**config.mk**
```make
export PLATFORM = sky130hd
export DESIGN_NAME = owb_slot_engine
export DESIGN_NICKNAME = d
export VERILOG_FILES = /design/src/rtl/owb_pkg.sv /design/src/rtl/owb_rst_sync.sv /design/src/rtl/owb_tick_div.sv /design/src/rtl/owb_slot_fsm.sv /design/src/rtl/owb_slot_engine.sv
export SDC_FILE = /design/constraint.sdc
export NUM_CORES = 1
export LEC_CHECK = 0
export ABC_AREA = 1
export BUFFER_PORTS_ARGS = -buffer_cell sky130_fd_sc_hd__buf_2
export CORE_ASPECT_RATIO = 1.2
export CORE_MARGIN = 2
export CORE_UTILIZATION = 53
export CTS_CLUSTER_DIAMETER = 150
export DETAILED_ROUTE_END_ITERATION = 10
export PLACE_DENSITY_LB_ADDON = 0.1
export SLEW_MARGIN = 25
export SYNTH_ARGS = -nofsm -noshare
export SYNTH_HDL_FRONTEND = slang
export SYNTH_HIERARCHICAL = 1
export SYNTH_SLANG_ARGS = --single-unit
```
**constraint.sdc**
```tcl
create_clock -name clk -period 3.52 [get_ports clk]
set_input_delay 0.528 -clock clk [delete_from_list [all_inputs] [get_ports clk]]
set_output_delay 0.528 -clock clk [all_outputs]
set_load 0.02 [all_outputs]
```
**src/rtl/owb_pkg.sv**
```systemverilog
package owb_pkg;

  localparam int UNIT_W = 11;

  typedef enum logic [1:0] {
    OP_RESET = 2'b00,
    OP_WRITE = 2'b01,
    OP_READ  = 2'b10,
    OP_TOUCH = 2'b11
  } owb_op_e;

  typedef enum logic [1:0] {
    PH_IDLE,
    PH_LOW,
    PH_REL,
    PH_TAIL
  } owb_phase_e;

  typedef struct packed {
    logic [UNIT_W-1:0] lo_us;
    logic [UNIT_W-1:0] rel_us;
    logic [UNIT_W-1:0] tail_us;
    logic              grab_pres;
    logic              grab_data;
    logic              zero_data;
  } owb_slot_t;

  localparam int RST_LOW_US  = 500;
  localparam int RST_REL_US  = 70;
  localparam int RST_IDLE_US = 1000;
  localparam int ONE_LOW_US  = 6;
  localparam int ONE_REL_US  = 64;
  localparam int ZERO_LOW_US = 60;
  localparam int ZERO_REL_US = 10;
  localparam int RD_LOW_US   = 6;
  localparam int RD_REL_US   = 9;
  localparam int RD_TAIL_US  = 55;

  function automatic owb_slot_t mk_slot(input int lo, input int rel, input int tail,
                                        input logic gp, input logic gd, input logic zd);
    owb_slot_t s;
    s.lo_us     = UNIT_W'(lo);
    s.rel_us    = UNIT_W'(rel);
    s.tail_us   = UNIT_W'(tail);
    s.grab_pres = gp;
    s.grab_data = gd;
    s.zero_data = zd;
    return s;
  endfunction

  function automatic owb_slot_t slot_for(input owb_op_e op, input logic b);
    owb_slot_t s;
    case (op)
      OP_RESET: s = mk_slot(RST_LOW_US, RST_REL_US, RST_IDLE_US, 1'b1, 1'b0, 1'b0);
      OP_WRITE: s = b ? mk_slot(ONE_LOW_US, ONE_REL_US, 0, 1'b0, 1'b0, 1'b0)
                      : mk_slot(ZERO_LOW_US, ZERO_REL_US, 0, 1'b0, 1'b0, 1'b0);
      OP_READ:  s = mk_slot(RD_LOW_US, RD_REL_US, RD_TAIL_US, 1'b0, 1'b1, 1'b0);
      OP_TOUCH: s = b ? mk_slot(RD_LOW_US, RD_REL_US, RD_TAIL_US, 1'b0, 1'b1, 1'b0)
                      : mk_slot(ZERO_LOW_US, ZERO_REL_US, 0, 1'b0, 1'b0, 1'b1);
      default:  s = mk_slot(RD_LOW_US, RD_REL_US, RD_TAIL_US, 1'b0, 1'b1, 1'b0);
    endcase
    return s;
  endfunction

endpackage

```
**src/rtl/owb_rst_sync.sv**
```systemverilog
module owb_rst_sync (
  input  logic clk,
  input  logic rst_n,
  output logic rst_n_sync
);

  logic [1:0] sync_q;

  always_ff @(posedge clk or negedge rst_n) begin
    if (!rst_n) sync_q <= 2'b00;
    else        sync_q <= {sync_q[0], 1'b1};
  end

  assign rst_n_sync = sync_q[1];

endmodule

```
**src/rtl/owb_tick_div.sv**
```systemverilog
module owb_tick_div #(
  parameter int CNT_W = 4
) (
  input  logic             clk,
  input  logic             rst_n,
  input  logic             clr,
  input  logic             en,
  input  logic [CNT_W-1:0] last,
  output logic             pulse
);

  logic [CNT_W-1:0] cnt_q, cnt_d;

  always_comb begin
    pulse = en && (cnt_q == last);
    cnt_d = cnt_q;
    if (clr)     cnt_d = '0;
    else if (en) cnt_d = pulse ? '0 : cnt_q + CNT_W'(1);
  end

  always_ff @(posedge clk or negedge rst_n) begin
    if (!rst_n) cnt_q <= '0;
    else        cnt_q <= cnt_d;
  end

endmodule

```
**src/rtl/owb_slot_fsm.sv**
```systemverilog
module owb_slot_fsm
  import owb_pkg::*;
#(
  parameter int STRETCH_W = 4
) (
  input  logic                 clk,
  input  logic                 rst_n,
  input  logic                 cmd_valid,
  input  logic [1:0]           cmd_op,
  input  logic                 cmd_bit,
  input  logic [STRETCH_W-1:0] stretch,
  input  logic                 unit_tick,
  input  logic                 bus_in,
  output logic                 start,
  output logic                 busy,
  output logic                 done,
  output logic                 rx_bit,
  output logic                 presence_n,
  output logic                 bus_pull_n,
  output logic [STRETCH_W-1:0] stretch_last
);

  owb_phase_e            ph_q, ph_d;
  logic [UNIT_W-1:0]     cnt_q, cnt_d;
  owb_slot_t             slot_q, slot_d;
  logic [STRETCH_W-1:0]  sl_q, sl_d;
  logic                  done_q, done_d;
  logic                  rx_q, rx_d;
  logic                  pres_q, pres_d;
  logic [UNIT_W-1:0]     ph_len;
  logic                  ph_end;

  always_comb begin
    case (ph_q)
      PH_LOW:  ph_len = slot_q.lo_us;
      PH_REL:  ph_len = slot_q.rel_us;
      PH_TAIL: ph_len = slot_q.tail_us;
      default: ph_len = '0;
    endcase
  end

  assign busy   = (ph_q != PH_IDLE);
  assign start  = cmd_valid && !busy;
  assign ph_end = unit_tick && (cnt_q == ph_len - UNIT_W'(1));

  // next-state process
  always_comb begin
    ph_d   = ph_q;
    cnt_d  = cnt_q;
    slot_d = slot_q;
    sl_d   = sl_q;
    done_d = 1'b0;
    rx_d   = rx_q;
    pres_d = pres_q;

    if (busy && unit_tick) cnt_d = ph_end ? '0 : cnt_q + UNIT_W'(1);

    case (ph_q)
      PH_IDLE: begin
        if (start) begin
          slot_d = slot_for(owb_op_e'(cmd_op), cmd_bit);
          sl_d   = (stretch == '0) ? '0 : stretch - STRETCH_W'(1);
          cnt_d  = '0;
          ph_d   = PH_LOW;
        end
      end
      PH_LOW: begin
        if (ph_end) ph_d = PH_REL;
      end
      PH_REL: begin
        if (ph_end) begin
          if (slot_q.grab_pres) pres_d = bus_in;
          if (slot_q.grab_data) rx_d   = bus_in;
          if (slot_q.zero_data) rx_d   = 1'b0;
          if (slot_q.tail_us == '0) begin
            ph_d   = PH_IDLE;
            done_d = 1'b1;
          end else begin
            ph_d = PH_TAIL;
          end
        end
      end
      PH_TAIL: begin
        if (ph_end) begin
          ph_d   = PH_IDLE;
          done_d = 1'b1;
        end
      end
      default: ph_d = PH_IDLE;
    endcase
  end

  // register process
  always_ff @(posedge clk or negedge rst_n) begin
    if (!rst_n) begin
      ph_q   <= PH_IDLE;
      cnt_q  <= '0;
      slot_q <= '0;
      sl_q   <= '0;
      done_q <= 1'b0;
      rx_q   <= 1'b0;
      pres_q <= 1'b1;
    end else begin
      ph_q   <= ph_d;
      cnt_q  <= cnt_d;
      slot_q <= slot_d;
      sl_q   <= sl_d;
      done_q <= done_d;
      rx_q   <= rx_d;
      pres_q <= pres_d;
    end
  end

  assign done         = done_q;
  assign rx_bit       = rx_q;
  assign presence_n   = pres_q;
  assign bus_pull_n   = (ph_q != PH_LOW);
  assign stretch_last = sl_q;

endmodule

```
**src/rtl/owb_slot_engine.sv**
```systemverilog
module owb_slot_engine #(
  parameter int CLKS_PER_US = 100,
  parameter int STRETCH_W   = 4
) (
  input  logic                 clk,
  input  logic                 rst_n,
  input  logic                 cmd_valid,
  input  logic [1:0]           cmd_op,
  input  logic                 cmd_bit,
  input  logic [STRETCH_W-1:0] stretch,
  input  logic                 bus_in,
  output logic                 bus_pull_n,
  output logic                 busy,
  output logic                 done,
  output logic                 rx_bit,
  output logic                 presence_n
);

  localparam int              US_W    = (CLKS_PER_US > 1) ? $clog2(CLKS_PER_US) : 1;
  localparam logic [US_W-1:0] US_LAST = US_W'(CLKS_PER_US - 1);

  logic                 rst_n_sync;
  logic                 start;
  logic                 us_tick;
  logic                 unit_tick;
  logic [STRETCH_W-1:0] stretch_last;

  owb_rst_sync u_rst_sync (
    .clk        (clk),
    .rst_n      (rst_n),
    .rst_n_sync (rst_n_sync)
  );

  owb_tick_div #(.CNT_W(US_W)) u_us_div (
    .clk   (clk),
    .rst_n (rst_n_sync),
    .clr   (start),
    .en    (busy),
    .last  (US_LAST),
    .pulse (us_tick)
  );

  owb_tick_div #(.CNT_W(STRETCH_W)) u_stretch_div (
    .clk   (clk),
    .rst_n (rst_n_sync),
    .clr   (start),
    .en    (us_tick),
    .last  (stretch_last),
    .pulse (unit_tick)
  );

  owb_slot_fsm #(.STRETCH_W(STRETCH_W)) u_fsm (
    .clk          (clk),
    .rst_n        (rst_n_sync),
    .cmd_valid    (cmd_valid),
    .cmd_op       (cmd_op),
    .cmd_bit      (cmd_bit),
    .stretch      (stretch),
    .unit_tick    (unit_tick),
    .bus_in       (bus_in),
    .start        (start),
    .busy         (busy),
    .done         (done),
    .rx_bit       (rx_bit),
    .presence_n   (presence_n),
    .bus_pull_n   (bus_pull_n),
    .stretch_last (stretch_last)
  );

endmodule

```
== Word level (Yosys, flattened, before mapping) ==
Cells that the tools add are included.

* Flip-flop bits (word level): 69
* Word-level logic and storage cells: 79

* $add $sub $neg: 5
* Equal/unequal tests: 14
* Mux-type cells: 27
* Reductions and logical operators: 18

{| class="wikitable"
|+ Operator list
! operator !! number
|-
| 36-bit one-hot mux with 4 select lines || 1
|-
| 31-bit 2-to-1 mux || 2
|-
| 11-bit 2-to-1 mux || 4
|-
| 11-bit one-hot mux with 3 select lines || 1
|-
| 7-bit 2-to-1 mux || 3
|-
| 4-bit 2-to-1 mux || 4
|-
| 11-bit by 1-bit adder with 11-bit output, second input constant || 1
|-
| 11-bit equality test || 1
|-
| 11-bit logical NOT || 1
|-
| 11-bit by 1-bit subtractor with 11-bit output, second input constant || 1
|-
| 2-bit 2-to-1 mux || 5
|-
| 2-bit equality test, second input constant || 4
|-
| 2-bit by 1-bit != test with 1-bit output, second input constant || 4
|-
| 2-bit one-hot mux with 4 select lines || 1
|-
| 2-bit nonzero test || 4
|-
| 7-bit by 1-bit adder with 7-bit output, second input constant || 1
|-
| 7-bit equality test, second input constant || 1
|-
| 3-bit AND reduction || 2
|-
| 1-bit logical AND || 5
|-
| 1-bit 2-to-1 mux || 5
|-
| 4-bit by 1-bit adder with 4-bit output, second input constant || 1
|-
| 2-bit by 1-bit equality test with 1-bit output, second input constant || 2
|-
| 4-bit equality test || 1
|-
| 2-bit logical NOT || 2
|-
| 7 further kinds || 7
|}

== Logic depth before layout (Yosys ltp) ==
* Word-level depth: 9
* Depth in mapped cells: 23
* Mapped depth without buffers: 22

== By module ==
Netlist, hierarchy kept.

{| class="wikitable"
|+ By module, submodules not included
! module !! instances !! cells each !! area each (um^2) !! sequential area each (um^2)
|-
| owb_slot_fsm || 1 || 294 || 2035.7 || 752.0
|-
| owb_tick_div at u_us_div || 1 || 78 || 525.5 || 175.2
|-
| owb_tick_div at u_stretch_div || 1 || 51 || 312.8 || 100.1
|-
| owb_rst_sync || 1 || 3 || 53.8 || 50.0
|-
| owb_slot_engine || 1 || 2 || 7.5 || 0.0
|}

== Least setup slack after synthesis ==
No wires, ideal clock.

* Kind: register to register
* Start: register u_fsm.ph_q[0]
* End: register u_fsm.cnt_q[10]
* Arrival: 2.422 ns
* Slack: 0.985 ns
* Cell stages (with the launch flop): 22
* Path buffers: 1
* Period minus slack after synthesis: 2.535 ns
* Path through: dfrtp_1 -> buf_4 -> nor2_1 -> inv_2 -> inv_1 -> a21oi_2 -> nand2_1 -> nor2_2 -> nand2_2 -> inv_2 -> nand3_1 -> inv_1 -> nand2_1 -> nor2_1 -> nand2_1 -> inv_1 -> nand3_1 -> nor3_1 -> xor2_1 -> nor2_1 -> nand2_1 -> inv_1

* Elaborated cells between the ends (all ways): 18

{| class="wikitable"
|+ RTL lines
! element !! RTL line !! source
|-
| start, declared || owb_slot_fsm.sv:23 || <nowiki>owb_phase_e ph_q, ph_d;</nowiki>
|-
| start signal, assigned || owb_slot_fsm.sv:104 || <nowiki>ph_q <= ph_d;</nowiki>
|-
| 2-bit nonzero test (*) || owb_slot_fsm.sv:42 || <nowiki>assign busy = (ph_q != PH_IDLE);</nowiki>
|-
| via busy || owb_slot_engine.sv:13 || <nowiki>output logic busy,</nowiki>
|-
| 1-bit logical AND (*) || owb_tick_div.sv:15 || <nowiki>pulse = en && (cnt_q == last);</nowiki>
|-
| via us_tick || owb_slot_engine.sv:24 || <nowiki>logic us_tick;</nowiki>
|-
| 1-bit logical AND (*) || owb_tick_div.sv:15 ||
|-
| via unit_tick || owb_slot_engine.sv:25 || <nowiki>logic unit_tick;</nowiki>
|-
| 1-bit logical AND || owb_slot_fsm.sv:44 || <nowiki>assign ph_end = unit_tick && (cnt_q == ph_len - UNIT_W'(1));</nowiki>
|-
| 11-bit 2-to-1 mux || owb_slot_fsm.sv:56 || <nowiki>if (busy && unit_tick) cnt_d = ph_end ? '0 : cnt_q + UNIT_W'(1);</nowiki>
|-
| 11-bit 2-to-1 mux (*) || owb_slot_fsm.sv:56 ||
|-
| 11-bit 2-to-1 mux || owb_slot_fsm.sv:60 || <nowiki>if (start) begin</nowiki>
|-
| 11-bit 2-to-1 mux (*) || owb_slot_fsm.sv:58 || <nowiki>case (ph_q)</nowiki>
|-
| via u_fsm.cnt_d[10] || owb_slot_fsm.sv:24 || <nowiki>logic [UNIT_W-1:0] cnt_q, cnt_d;</nowiki>
|-
| end signal, assigned || owb_slot_fsm.sv:105 || <nowiki>cnt_q <= cnt_d;</nowiki>
|-
| end, declared || owb_slot_fsm.sv:24 ||
|}

The timed path passes the listed nets; every way through them passes the cells marked *.
A chain may end at the register's enable or synchronous reset.

== Worst setup path after layout ==
* Start: register u_fsm.ph_q[0]
* End: register u_fsm.cnt_q[2]

* Elaborated cells between the ends (all ways): 18

{| class="wikitable"
|+ RTL lines
! element !! RTL line
|-
| 2-bit nonzero test (*) || owb_slot_fsm.sv:42
|-
| 1-bit logical AND (*) || owb_tick_div.sv:15
|-
| via us_tick || owb_slot_engine.sv:24
|-
| 1-bit logical AND (*) || owb_tick_div.sv:15
|-
| via unit_tick || owb_slot_engine.sv:25
|-
| 1-bit logical AND || owb_slot_fsm.sv:44
|-
| 11-bit 2-to-1 mux || owb_slot_fsm.sv:56
|-
| 11-bit 2-to-1 mux (*) || owb_slot_fsm.sv:56
|-
| 11-bit 2-to-1 mux || owb_slot_fsm.sv:60
|-
| 11-bit 2-to-1 mux (*) || owb_slot_fsm.sv:58
|-
| via u_fsm.cnt_d[2] || owb_slot_fsm.sv:24
|}

Marked as above.

==> impl_results.md <==
* Outcome: completed
* FF-to-FF Start: u_fsm/ph_q[0]$_DFFE_PN0P_
* Number of cells on the worst reg-to-reg path at 19
* Maxcap violations at 0
* CP Class: reg2reg
* Post-Synthesis Cells at between 400 and 500
* Commonest non-fill, non-tap cell in the layout: nand2_1
* Total CTS buffers at 5
* # diodes at 0
* CTS Root Cell: clkbuf_8
* Iter 0 DRT Violations at 213
* Max Clock Skew at 0.00748 ns
* Relative slew slack at 64.2%
* R2r setup slk at 0.53 ns
* Crit. End Element: flip-flop
* Vias in the first global route at 2,640
* DRC Markers at 0
* Fmax at between 0.3 and 0.4 GHz
* CTS tree: built
* Initial antenna violation count at 0
* Clk sinks at 43
* Starting Density at 55.0%
* Wire per inst at 12.6 um
* Hold Vio Cnt, Final at 0
* Syn_area_per_cell at 6.86 sq um
* Area grow syn2layout at 11.1%
* CTS max path bufs at 2
* Critical Path Start: u_fsm/ph_q[0]$_DFFE_PN0P_
* Crit path max fanout at 13
* Global-route wire length before repair at 11.6 mm
* Worst EP arrival at 3.18 ns
* Leakage at 0.00192 uW
* Die ar. at 0.00615 sq mm
* Layout cells sized above 1 at roughly 13%
* Clock transition at the registers of the reported paths at 0.09 ns
* Num ports at 16
* Core area at 0.00533 sq mm
* Startpoint types: flip-flop
* Die W at approximately 70 um
* Fill count at ~500
* Setup TNS at 0 ns
* Worst Setup EP: u_fsm/cnt_q[2]$_DFF_PN0_
* RSZ-0062 raised after global routing: false
* GRT overflow at 0
* Chip height at approximately 86 um
* Post-Synthesis Cell Area at a little under 0.003 sq mm
* Via count at 2,741
* Critical R2R Capture: u_fsm/cnt_q[2]$_DFF_PN0_
* Cell Pwr Density at ~420 mW/mm^2
* GPL Wtd Cong at 0.862
* Cell taking the most area after synthesis: dfrtp_1
* WP data required at 3.71 ns
* Final setup fails at 0
* Largest net degree at the start of global routing at 42
* EDFF count, synth at 0
* Synth cell types at between 40 and 50
* Initial DRT Pass Iterations at 4
* Worst Tran Pin Value at 0.538 ns
* # rows at 29
* Skew-Pair Late Insertion Delay at 0.30 ns
* Max-slew violation count at 0
* Commonest non-fill, non-tap cells in the layout: 124 x nand2_1, 72 x inv_1, 41 x dfrtp_1
* Post-CTS resize count at 0
* Synthesized flop and latch total at 43
* Total GRT Usage at a little under a quarter
* Post CTS Setup Buffer Count at 0
* H-tree Lvls at 2
* Top-area cell type share of the netlist area at 35.8%
* Post-DP HPWL at 5.09 mm
* Layout Nets at 475
* Number of vias per cell at 5.24
* Routed WL at 6.58 mm
* Synth async-reset ratio at 100%
* Ys flop type: dfrtp_1
* Hold WC Path Type: reg2async
* Port buffer count at 15
* Final min period at 2.99 ns
* Register area share after synthesis at a little under two fifths
* Synthesis Warnings at 6
* Hold-fix buffers, CTS at 1
* Hold Slack at 0.312 ns
* Crit share post-route at ~85%
* Maximum VDD drop at 0.367 mV
* ANT nets after route at 0
* Area contributors post-synth: dfrtp_1 36%, nand2_1 16%, inv_1 9.2%
[sequential cells by signal, summed over array words and instances, names as in the netlist]
| register | cells |
|---|---|
| u_fsm/slot_q | 10 |
| u_fsm/stretch_last | 4 |
| u_rst_sync/sync_q | 2 |
| u_fsm/presence_n | 1 |
| u_fsm/cnt_q | 11 |
| u_fsm/rx_bit | 1 |
| u_fsm/ph_q | 2 |
| u_us_div/cnt_q | 7 |
| u_stretch_div/cnt_q | 4 |
| u_fsm/done | 1 |
[per-stage QoR]
step	area, sq um	setup slack (ns)	util, %	power, uW	std cells
finish	3260	0.534	61.2	1370	523
global route	3260	0.208	61.2	1460	523
CTS	3260	0.540	61.1	1380	523
detailed placement	3130	0.580	58.6	959	514
global placement	3130	0.663	58.6	951	514
floorplan	2980	0.985	-	885	440
[routing by layer]
layer / track usage (%) / vias to the layer above / wire length (um)
li1: - / 1380 / -
met1: 28.6 / 1281 / 2800
met2: 41.9 / 64 / 3370
met3: 3.76 / 16 / 231
met4: 9.09 / 0 / 174
met5: 0 / - / 0
[worst max-delay path, stage by stage, from the launching register on]
cell,delay (ns)
dfrtp_1,0.60
nor2_1,0.13
inv_2,0.17
inv_1,0.07
a21oi_2,0.09
nand2_1,0.07
nor2_2,0.09
nand2_2,0.10
inv_2,0.10
nand3_1,0.10
inv_1,0.09
nand2_1,0.06
nor3_1,0.24
nand3_1,0.13
nor2_1,0.12
nand3_1,0.12
nor2_4,0.25
nand2_2,0.19
nand4_1,0.12
inv_1,0.04
[worst min-delay path by stage]
stage                                           to  slack [ns]
CTS                 u_rst_sync/sync_q[1]$_DFF_PN0_        0.36
global route        u_rst_sync/sync_q[1]$_DFF_PN0_        0.37
floorplan           u_rst_sync/sync_q[0]$_DFF_PN0_        0.23
finish                 u_fsm/slot_q[0]$_DFFE_PN0P_        0.31
global placement    u_rst_sync/sync_q[0]$_DFF_PN0_        0.31
detailed placement  u_rst_sync/sync_q[0]$_DFF_PN0_        0.32
[cell type report]
class	instances	area, sq um	area share (%)
Tap cell	62	77.6	2.38
Sequential cell	43	1080	33.1
Inverter	77	289	8.86
Clock buffer	6	82.6	2.53
Multi-Input combinational cell	314	1590	48.6
Clock inverter	2	38.8	1.19
Timing Repair Buffer	19	108	3.30
[where the power goes]
part | switching, uW | internal [uW]
sequential | 90.4 | 558
combinational | 168 | 135
clock | 182 | 234
total | 441 | 926
[cell usage after synthesis (5+ instances only)]
cell / instances
nor2_2: 14
nor2_1: 31
nand3_2: 5
nand3_1: 39
nand2_1: 124
o21ai_0: 12
inv_2: 5
dfrtp_1: 42
xor2_1: 17
nand4_1: 17
inv_1: 72
[kinds of logic after synthesis]
group                      share of synthesized area (%)
AOI/OAI and AO/OA                                   5.97
other                                              0.384
and+or+nand+nor                                     39.0
DFF                                                 36.7
xor gates and xnor gates                            5.37
buffers and inverters                               10.8
adders and majority gates                           1.71
Power figures use the tool's default switching activity.
